## config.mk

```make
export PLATFORM = sky130hd
export DESIGN_NAME = triax_fifo
export DESIGN_NICKNAME = d
export VERILOG_FILES = /design/src/rtl/triax_fifo_pkg.sv /design/src/rtl/triax_fifo_store.sv /design/src/rtl/triax_fifo_trig.sv /design/src/rtl/triax_fifo_ctrl.sv /design/src/rtl/triax_fifo.sv
export SDC_FILE = /design/constraint.sdc
export NUM_CORES = 1
export LEC_CHECK = 0
export CAP_MARGIN = 20
export CORE_MARGIN = 4
export CORE_UTILIZATION = 30
export DETAILED_ROUTE_END_ITERATION = 12
export DONT_BUFFER_PORTS = 1
export GPL_TIMING_DRIVEN = 1
export PLACE_DENSITY = 0.44
export SLEW_MARGIN = 20
export SYNTH_ARGS = -nofsm -noshare
export SYNTH_HDL_FRONTEND = slang
export SYNTH_HIERARCHICAL = 1
export SYNTH_SLANG_ARGS = --single-unit
```

## constraint.sdc

```tcl
create_clock -name clk -period 5.6 [get_ports clk]
set_input_delay 1.12 -clock clk [delete_from_list [all_inputs] [get_ports clk]]
set_output_delay 1.12 -clock clk [all_outputs]
set_load 0.005 [all_outputs]
```

## src/rtl/triax_fifo_pkg.sv

```systemverilog
package triax_fifo_pkg;
  parameter int SAMPLE_W = 16;
  parameter int AXES     = 3;

  typedef enum logic [1:0] {
    MODE_BYPASS = 2'b00,
    MODE_FILL   = 2'b01,
    MODE_STREAM = 2'b10,
    MODE_TRIG   = 2'b11
  } fifo_mode_e;
endpackage

```

## src/rtl/triax_fifo_store.sv

```systemverilog
module triax_fifo_store #(
  parameter int DEPTH = 32,
  parameter int W     = 16,
  localparam int AW   = $clog2(DEPTH)
) (
  input  logic          clk,
  input  logic          wr_en,
  input  logic [AW-1:0] wr_addr,
  input  logic [W-1:0]  wr_data,
  input  logic [AW-1:0] rd_addr,
  output logic [W-1:0]  rd_data
);
  logic [W-1:0] mem [DEPTH];

  always_ff @(posedge clk) begin
    if (wr_en) mem[wr_addr] <= wr_data;
  end

  assign rd_data = mem[rd_addr];
endmodule

```

## src/rtl/triax_fifo_trig.sv

```systemverilog
module triax_fifo_trig
  import triax_fifo_pkg::*;
(
  input  logic       clk,
  input  logic       rst_n,
  input  fifo_mode_e mode,
  input  logic       trig_sel,
  input  logic       irq_a,
  input  logic       irq_b,
  output logic       fire,
  output logic       taken
);
  logic line;

  assign line = trig_sel ? irq_b : irq_a;
  assign fire = (mode == MODE_TRIG) && !taken && line;

  always_ff @(posedge clk or negedge rst_n) begin
    if (!rst_n)                   taken <= 1'b0;
    else if (mode == MODE_BYPASS) taken <= 1'b0;
    else if (fire)                taken <= 1'b1;
  end
endmodule

```

## src/rtl/triax_fifo_ctrl.sv

```systemverilog
module triax_fifo_ctrl
  import triax_fifo_pkg::*;
#(
  parameter int DEPTH = 32,
  localparam int AW   = $clog2(DEPTH),
  localparam int CW   = $clog2(DEPTH + 1)
) (
  input  logic          clk,
  input  logic          rst_n,
  input  fifo_mode_e    mode,
  input  logic          in_valid,
  input  logic          pop_req,
  input  logic          taken,
  input  logic          fire,
  input  logic [CW-1:0] keep_lvl,
  output logic [CW-1:0] cnt,
  output logic [AW-1:0] head,
  output logic          wr_en,
  output logic [AW-1:0] wr_addr,
  output logic          rd_valid
);
  logic          full, do_pop, do_push, evict, overwrite;
  logic [CW-1:0] c1, drop, cnt_nx;
  logic [AW-1:0] head_nx;

  always_comb begin
    full      = (cnt == CW'(DEPTH));
    rd_valid  = (mode != MODE_BYPASS) && (cnt != '0);
    do_pop    = rd_valid && pop_req;
    overwrite = (mode == MODE_STREAM) || ((mode == MODE_TRIG) && !taken);
    do_push   = in_valid && (mode != MODE_BYPASS) && (!full || do_pop || overwrite);
    evict     = do_push && full && !do_pop;
    c1        = cnt + CW'(do_push) - CW'(do_pop) - CW'(evict);
    drop      = (fire && (c1 > keep_lvl)) ? (c1 - keep_lvl) : '0;
    cnt_nx    = c1 - drop;
    head_nx   = head + AW'(do_pop | evict) + drop[AW-1:0];
    wr_en     = do_push;
    wr_addr   = head + cnt[AW-1:0];
  end

  always_ff @(posedge clk or negedge rst_n) begin
    if (!rst_n) begin
      cnt  <= '0;
      head <= '0;
    end else if (mode == MODE_BYPASS) begin
      cnt  <= '0;
      head <= '0;
    end else begin
      cnt  <= cnt_nx;
      head <= head_nx;
    end
  end
endmodule

```

## src/rtl/triax_fifo.sv

```systemverilog
module triax_fifo
  import triax_fifo_pkg::*;
#(
  parameter int DEPTH = 32,
  localparam int AW   = $clog2(DEPTH),
  localparam int CW   = $clog2(DEPTH + 1)
) (
  input  logic                clk,
  input  logic                rst_n,
  input  logic                in_valid,
  output logic                in_ready,
  input  logic [SAMPLE_W-1:0] in_x,
  input  logic [SAMPLE_W-1:0] in_y,
  input  logic [SAMPLE_W-1:0] in_z,
  output logic                out_valid,
  input  logic                out_ready,
  output logic [SAMPLE_W-1:0] out_x,
  output logic [SAMPLE_W-1:0] out_y,
  output logic [SAMPLE_W-1:0] out_z,
  input  logic [1:0]          mode,
  input  logic [CW-1:0]       wm_level,
  input  logic                trig_sel,
  input  logic                irq_a,
  input  logic                irq_b,
  output logic [CW-1:0]       count,
  output logic                triggered,
  output logic                watermark,
  output logic                overrun
);
  fifo_mode_e    mode_e;
  logic          fire, wr_en;
  logic [AW-1:0] head, wr_addr;
  logic [SAMPLE_W-1:0] lane_in  [AXES];
  logic [SAMPLE_W-1:0] lane_out [AXES];

  assign mode_e = fifo_mode_e'(mode);
  assign in_ready = 1'b1;

  triax_fifo_trig u_trig (
    .clk(clk), .rst_n(rst_n), .mode(mode_e), .trig_sel(trig_sel),
    .irq_a(irq_a), .irq_b(irq_b), .fire(fire), .taken(triggered)
  );

  triax_fifo_ctrl #(.DEPTH(DEPTH)) u_ctrl (
    .clk(clk), .rst_n(rst_n), .mode(mode_e), .in_valid(in_valid),
    .pop_req(out_ready), .taken(triggered), .fire(fire), .keep_lvl(wm_level),
    .cnt(count), .head(head), .wr_en(wr_en), .wr_addr(wr_addr),
    .rd_valid(out_valid)
  );

  assign lane_in[0] = in_x;
  assign lane_in[1] = in_y;
  assign lane_in[2] = in_z;

  for (genvar a = 0; a < AXES; a++) begin : g_lane
    triax_fifo_store #(.DEPTH(DEPTH), .W(SAMPLE_W)) u_store (
      .clk(clk), .wr_en(wr_en), .wr_addr(wr_addr), .wr_data(lane_in[a]),
      .rd_addr(head), .rd_data(lane_out[a])
    );
  end

  assign out_x = lane_out[0];
  assign out_y = lane_out[1];
  assign out_z = lane_out[2];

  assign watermark = (count >= wm_level);
  assign overrun   = (mode_e != MODE_BYPASS) && (count == CW'(DEPTH));
endmodule

```

After elaboration in Yosys (flattened, before gate mapping) --
Memory sizes are Yosys's and may differ from the RTL's. Cells that the tools add are included. Widths: inputs -> output; s select.
Operators by class: $add $sub $neg 8, $lt $le $gt $ge 2, equal/unequal tests 3, multiplexer cells 8, bitwise operators 1, reductions and logical operators 20
Operator list (number):
- $add 5x5->5 | 3
- $mux 6 | 2
- $sub 6x1->6 | 2
- $sub 6x6->6 | 2
- $logic_and 1x1->1 | 10
- $add 6x1->6 | 1
- $eq 6x6->1 const B | 1
- $ge 6x6->1 | 1
- $gt 6x6->1 | 1
- $reduce_bool 6->1 | 1
- $mux 1 | 5
- $mux 5 | 1
- $eq 2x2->1 const B | 2
- $reduce_bool 2->1 | 2
- $logic_not 1->1 | 3
- $logic_or 1x1->1 | 3
- $logic_not 2->1 | 1
- $or 1x1->1 | 1
Word-level totals: bits in registers 12, RAM bits 1536, input bits 63, output and inout port bits 59, memories 3
Memory list:
- g_lane[0].u_store.mem | words 32, bits a word 16, rd ports 1, clocked after Yosys merged registers in 0, wr ports 1, line triax_fifo_store.sv:13 | logic [W-1:0] mem [DEPTH];
- g_lane[1].u_store.mem | words 32, bits a word 16, rd ports 1, clocked after Yosys merged registers in 0, wr ports 1, line triax_fifo_store.sv:13
- g_lane[2].u_store.mem | words 32, bits a word 16, rd ports 1, clocked after Yosys merged registers in 0, wr ports 1, line triax_fifo_store.sv:13

Depth between registers and ports, before layout --
depth in word-level cells 14, mapped depth 30

Hierarchy --
Netlist, hierarchy kept.
By module, submodules not included:
- triax_fifo_store | instances 3, cells each 1127, area each 20215.6 um^2
- triax_fifo_ctrl | instances 1, cells each 170, area each 1501.4 um^2
- triax_fifo | instances 1, cells each 25, area each 167.7 um^2
- triax_fifo_trig | instances 1, cells each 6, area each 58.8 um^2

Least setup slack after synthesis --
No wires, ideal clock.
path kind input to register, start point input port mode[1], end point register u_ctrl.head[4], arrival time 6.163 ns, required time 5.468 ns, slack -0.695 ns, cell stages on the path 28, path buffers 0, cells stage by stage nor2_1 a31oi_1 nand2_1 nand2_1 a21oi_1 nor2b_1 ha_1 nor2_1 ha_1 inv_1 ha_1 fa_1 nor2b_1 o21ai_0 a21boi_0 or2_2 ha_1 a21oi_1 a21oi_4 nand2b_1 fa_1 inv_1 fa_1 a21o_1 a21oi_1 xor2_1 xnor2_1 nor2_1
On the way: longest elaborated chain between the ends 14, elaborated cells between the ends (all ways) 27
RTL lines:
- from (decl) | line triax_fifo.sv:20 | input logic [1:0] mode,
- $reduce_bool 2->1 (*) | line triax_fifo_ctrl.sv:28 | rd_valid = (mode != MODE_BYPASS) && (cnt != '0);
- $logic_and 1x1->1 (*) | line triax_fifo_ctrl.sv:28
- named net out_valid | line triax_fifo.sv:15 | output logic out_valid,
- $logic_and 1x1->1 (*) | line triax_fifo_ctrl.sv:29 | do_pop = rd_valid && pop_req;
- $logic_or 1x1->1 (*) (2 in a row) | line triax_fifo_ctrl.sv:31 | do_push = in_valid && (mode != MODE_BYPASS) && (!full || do_pop || overwrite);
- $logic_and 1x1->1 (*) | line triax_fifo_ctrl.sv:31
- named net wr_en | line triax_fifo.sv:31 | logic fire, wr_en;
- $add 6x1->6 or $logic_and 1x1->1 (tied branches) | line triax_fifo_ctrl.sv:33, triax_fifo_ctrl.sv:32
- $sub 6x1->6 or $logic_and 1x1->1 (tied branches) | line triax_fifo_ctrl.sv:33, triax_fifo_ctrl.sv:32
- $sub 6x1->6 | line triax_fifo_ctrl.sv:33 | c1 = cnt + CW'(do_push) - CW'(do_pop) - CW'(evict);
- $gt 6x6->1 | line triax_fifo_ctrl.sv:34 | drop = (fire && (c1 > keep_lvl)) ? (c1 - keep_lvl) : '0;
- $logic_and 1x1->1 | line triax_fifo_ctrl.sv:34
- $mux 6 | line triax_fifo_ctrl.sv:34
- $add 5x5->5 (*) | line triax_fifo_ctrl.sv:36 | head_nx = head + AW'(do_pop | evict) + drop[AW-1:0];
- $mux 5 (*) | line triax_fifo_ctrl.sv:45 | end else if (mode == MODE_BYPASS) begin
- to (signal assigned) | line triax_fifo_ctrl.sv:50 | head <= head_nx;
- to (decl) | line triax_fifo_ctrl.sv:17 | output logic [AW-1:0] head,
Mark *: on every way through the listed nets, which the timed path passes. The rest lies on a longest branch. A chain may end at the register's enable or synchronous reset.

Worst setup path in the final report --
start point register u_ctrl.head[0], end point output port out_y[14]
On the way: longest elaborated chain between the ends 1
RTL lines:
- $mem_v2 32x16
- to (decl) | line triax_fifo.sv:18 | output logic [SAMPLE_W-1:0] out_y,
No other way between the ends.

==> flow_summary.ini <==
[run_status]
status = completed

[global_route]
gr-total-overflow = 0
grt_use_total_pct = 15.21
grt_pass1_wl_mm = 239.3
grt_max_degree = 133
antenna_found_initial = 10
first_global_vias = 32210

[detailed_routing]
ant_nets = 0
wl_per_cell_um = 25.52
drc = 0
drt-pass1-iter-count = 5
num_vias = 31850
dr_wl_met3_mm = 7.328
wirelength_mm = 167.2
drt_iter0_markers = 2264
met2_length_mm = 81.68
wl_met1_mm = 74.43
via_per_inst = 4.862
routed.top_layer = met4

[clock_network]
post_cts_buffers = 0
clk_pin_slew_ps = 60
clock_path_buffers = 3
cts_tree = done
cts_buffers = 172
htreeDepth = 4
ctsRootBufferMaster = clkbuf_16
cts_sinks = 1548
worst_skew_pair.late_latency_ps = 820

[worst_setup_path]
critPathMaxStageDelay_ps = 900
path_class = reg2out
crit_path_end_kind = output port
path_max_fanout = 98
crit_slowest_cell = buf_4
reg2reg_slack_ps = 420
crit_path_start_kind = register
r2r_end = u_ctrl/cnt[5]
crit_chain = buf_12, buf_4, mux2i_1, a21oi_1, a31oi_1, nand3_1
cp.required_ps = 4480
crit_arrival_ps = 4090
reg2regPathDepth = 30
worstReg2RegStart = u_ctrl/cnt[5]

[sta]
hold_viol = 0
slew_headroom_pct = 17.95
rsz0062_at_grt = no
fin_ws_ps = 389.3
setup_viol = 0
drv_slew = 0
fin_skew_ps = 52.72
max_freq_ghz = 0.1919
fin_crit_sh_pct = 93.05
worst_slew_pin_slew_ps = 1231
period_needed_ps = 5211

[worst_hold_path]
min_path_type = in2reg
min_from = in_z[10]
min_to = g_lane[2].u_store/mem[25][10]
hold_depth = 0

[flow_run]
maxCapViolations = 0

[floorplanning]
die_y_um = 464.0
io_pins = 122
die_w_um = 464.0
start_util_pct = 30.15
num_rows = 167
core_area_um2 = 206900
fp.dieArea_um2 = 215300

[finish]
utilization_pct = 34.35
drive_above_1_share_pct = 12.32
num-nets-final = 3803
stdcell_area_um2 = 71060
nFillCells = 19670
syn2layout_area_growth_pct = 13.92

[synthesis]
syn_area_um2 = 62370
yosys.area.top_type = edfxtp_1
ys_seq_area_share_pct = 74.43
synth-seq-cells = 1548
synthFlopType = edfxtp_1
yosysWarningCount = 6
syn_nets = 3684
synthTopCellsByArea = edfxtp_1 74%, mux2i_1 12%, a22oi_1 2.3%
synth_area_per_cell_um2 = 17.41
synth_edf_count = 1536
synth_top_area_share_pct = 73.95
synthDistinctLibCells = 60
synthesis.instances = 3582
async_reset_ff_share_pct = 0.7752

[power_and_ir_drop]
p_leak_uw = 0.02326
power_uw = 35850
p_per_area_nw_per_um2 = 504.5
max-vdd-ir-drop_mv = 0.3914

[placement]
place_ws_ps = -39.42
hpwl_mm = 96.75
io_buffers = 0
dpl_cell_area_um2 = 65670
gp_routability_congestion = 0.7577
[synthesized netlist by cell type (all sizes together) (2+ instances only)]
master,count
nand4,51
or3,3
mux2i,769
a21boi,2
a21oi,112
nor2,120
nand2b,10
o21a,2
o21ai,8
nand2,107
or3b,9
clkbuf,37
fa,6
nand3,103
dfrtp,12
a22o,96
a31oi,49
o311ai,2
nand3b,16
or2,4
and2,3
nor3b,2
edfxtp,1536
a21o,5
a22oi,192
xnor2,9
nor3,50
ha,33
buf,166
xor2,5
inv,35
nor2b,12
[where the power goes]
group / internal, uW / total, uW / switching (uW)
logic: 3780 / 11000 / 7230
clock network: 6030 / 10700 / 4680
registers: 13800 / 14100 / 287
total: 23700 / 35800 / 12200
[registers in the layout, summed over array words and instances (netlist names)]
name                count
u_ctrl/head             5
g_lane.u_store/mem   1536
u_ctrl/cnt              6
u_trig/taken            1
[how the worst max path moves through the flow]
stage	from	endpoint	slack, ps	cells past startpoint
floorplan	mode[1]	u_ctrl/head[4]	-20	29
global placement	mode[1]	u_ctrl/head[4]	30	26
detailed placement	mode[1]	u_ctrl/head[4]	-40	26
CTS	u_ctrl/head[0]	out_y[14]	350	6
global route	u_ctrl/cnt[5]	u_ctrl/head[4]	30	30
finish	u_ctrl/head[0]	out_y[14]	390	6
[final cells by class]
type | instances | area (um2) | share of cell area [%]
sequential | 1548 | 46440 | 65.35
tap | 2704 | 3383 | 4.761
antenna | 6 | 15.01 | 0.02113
clock inverter | 94 | 864.6 | 1.217
timing repair buffer | 148 | 1237 | 1.741
clock buffer | 219 | 4481 | 6.306
inverter | 35 | 131.4 | 0.1849
multi-input combinational | 1796 | 14510 | 20.42
[timing repair]
action / 4_1_cts / 5_1_grt
gates resized for setup: 0 / 0
hold buffers: 1 / 0
hold endpoints to repair: 12 / 0
[cells in the final DEF (no fill, tap or decap), types with 4 or more instances in the layout]
master,count
nor2b_1,4
dfrtp_1,9
a22o_1,96
or3b_2,9
mux2i_1,769
a21o_1,5
nor3_1,49
bufinv_16,7
edfxtp_1,1536
a22oi_1,192
clkinv_2,21
buf_12,9
inv_1,34
nor2_2,52
a21oi_1,108
buf_4,136
clkbuf_1,47
nand4_1,51
nand2_1,107
clkbuf_16,172
clkinv_16,7
nor2b_4,7
nand3_1,103
diode_2,6
a31oi_1,48
nand3b_1,16
nor2_4,8
clkinv_1,46
ha_1,30
nand2b_1,10
xnor2_1,6
nor2_1,60
xor2_1,5
[routing by layer]
metal | track usage, % | vias to the layer above
li1 | - | 14490
met1 | 20.20 | 16540
met2 | 25.49 | 619
met3 | 2.984 | 197
met4 | 3.920 | 0
met5 | 0 | -
[critical path, delay by kind of cell (launching register included)]
| kind | cells | cell delay, ps |
|---|---|---|
| buffers and inverters | 2 | 1450 |
| flip-flops | 1 | 640 |
| AO/OA/AOI/OAI | 2 | 490 |
| multiplexers | 1 | 270 |
| AND/OR/NAND/NOR | 1 | 240 |
[per-stage QoR]
stage / hold WS (ps) / setup TNS (ps) / instances
after floorplan: 559.3 / -20.80 / 3582
after global placement: 602.6 / 0 / 6228
after detailed placement: 607.6 / -61.78 / 6229
after CTS: 322.0 / 0 / 6543
after global routing: 331.9 / 0 / 6547
final: 400.1 / 0 / 6550
[cells by family after synthesis]
| family | after synthesis | share of synthesized area (%) |
|---|---|---|
| buffers and inverters | 238 | 2.828 |
| AND/OR/NAND/NOR | 494 | 3.863 |
| AO/OA/AOI/OAI | 479 | 5.482 |
| other | 1 | 0.006012 |
| flip-flops | 1548 | 74.43 |
| multiplexers | 769 | 12.34 |
| XOR/XNOR | 14 | 0.1966 |
| adder cells (fa/ha/maj) | 39 | 0.8545 |
Note: power is estimated with default switching activity, not from simulation.
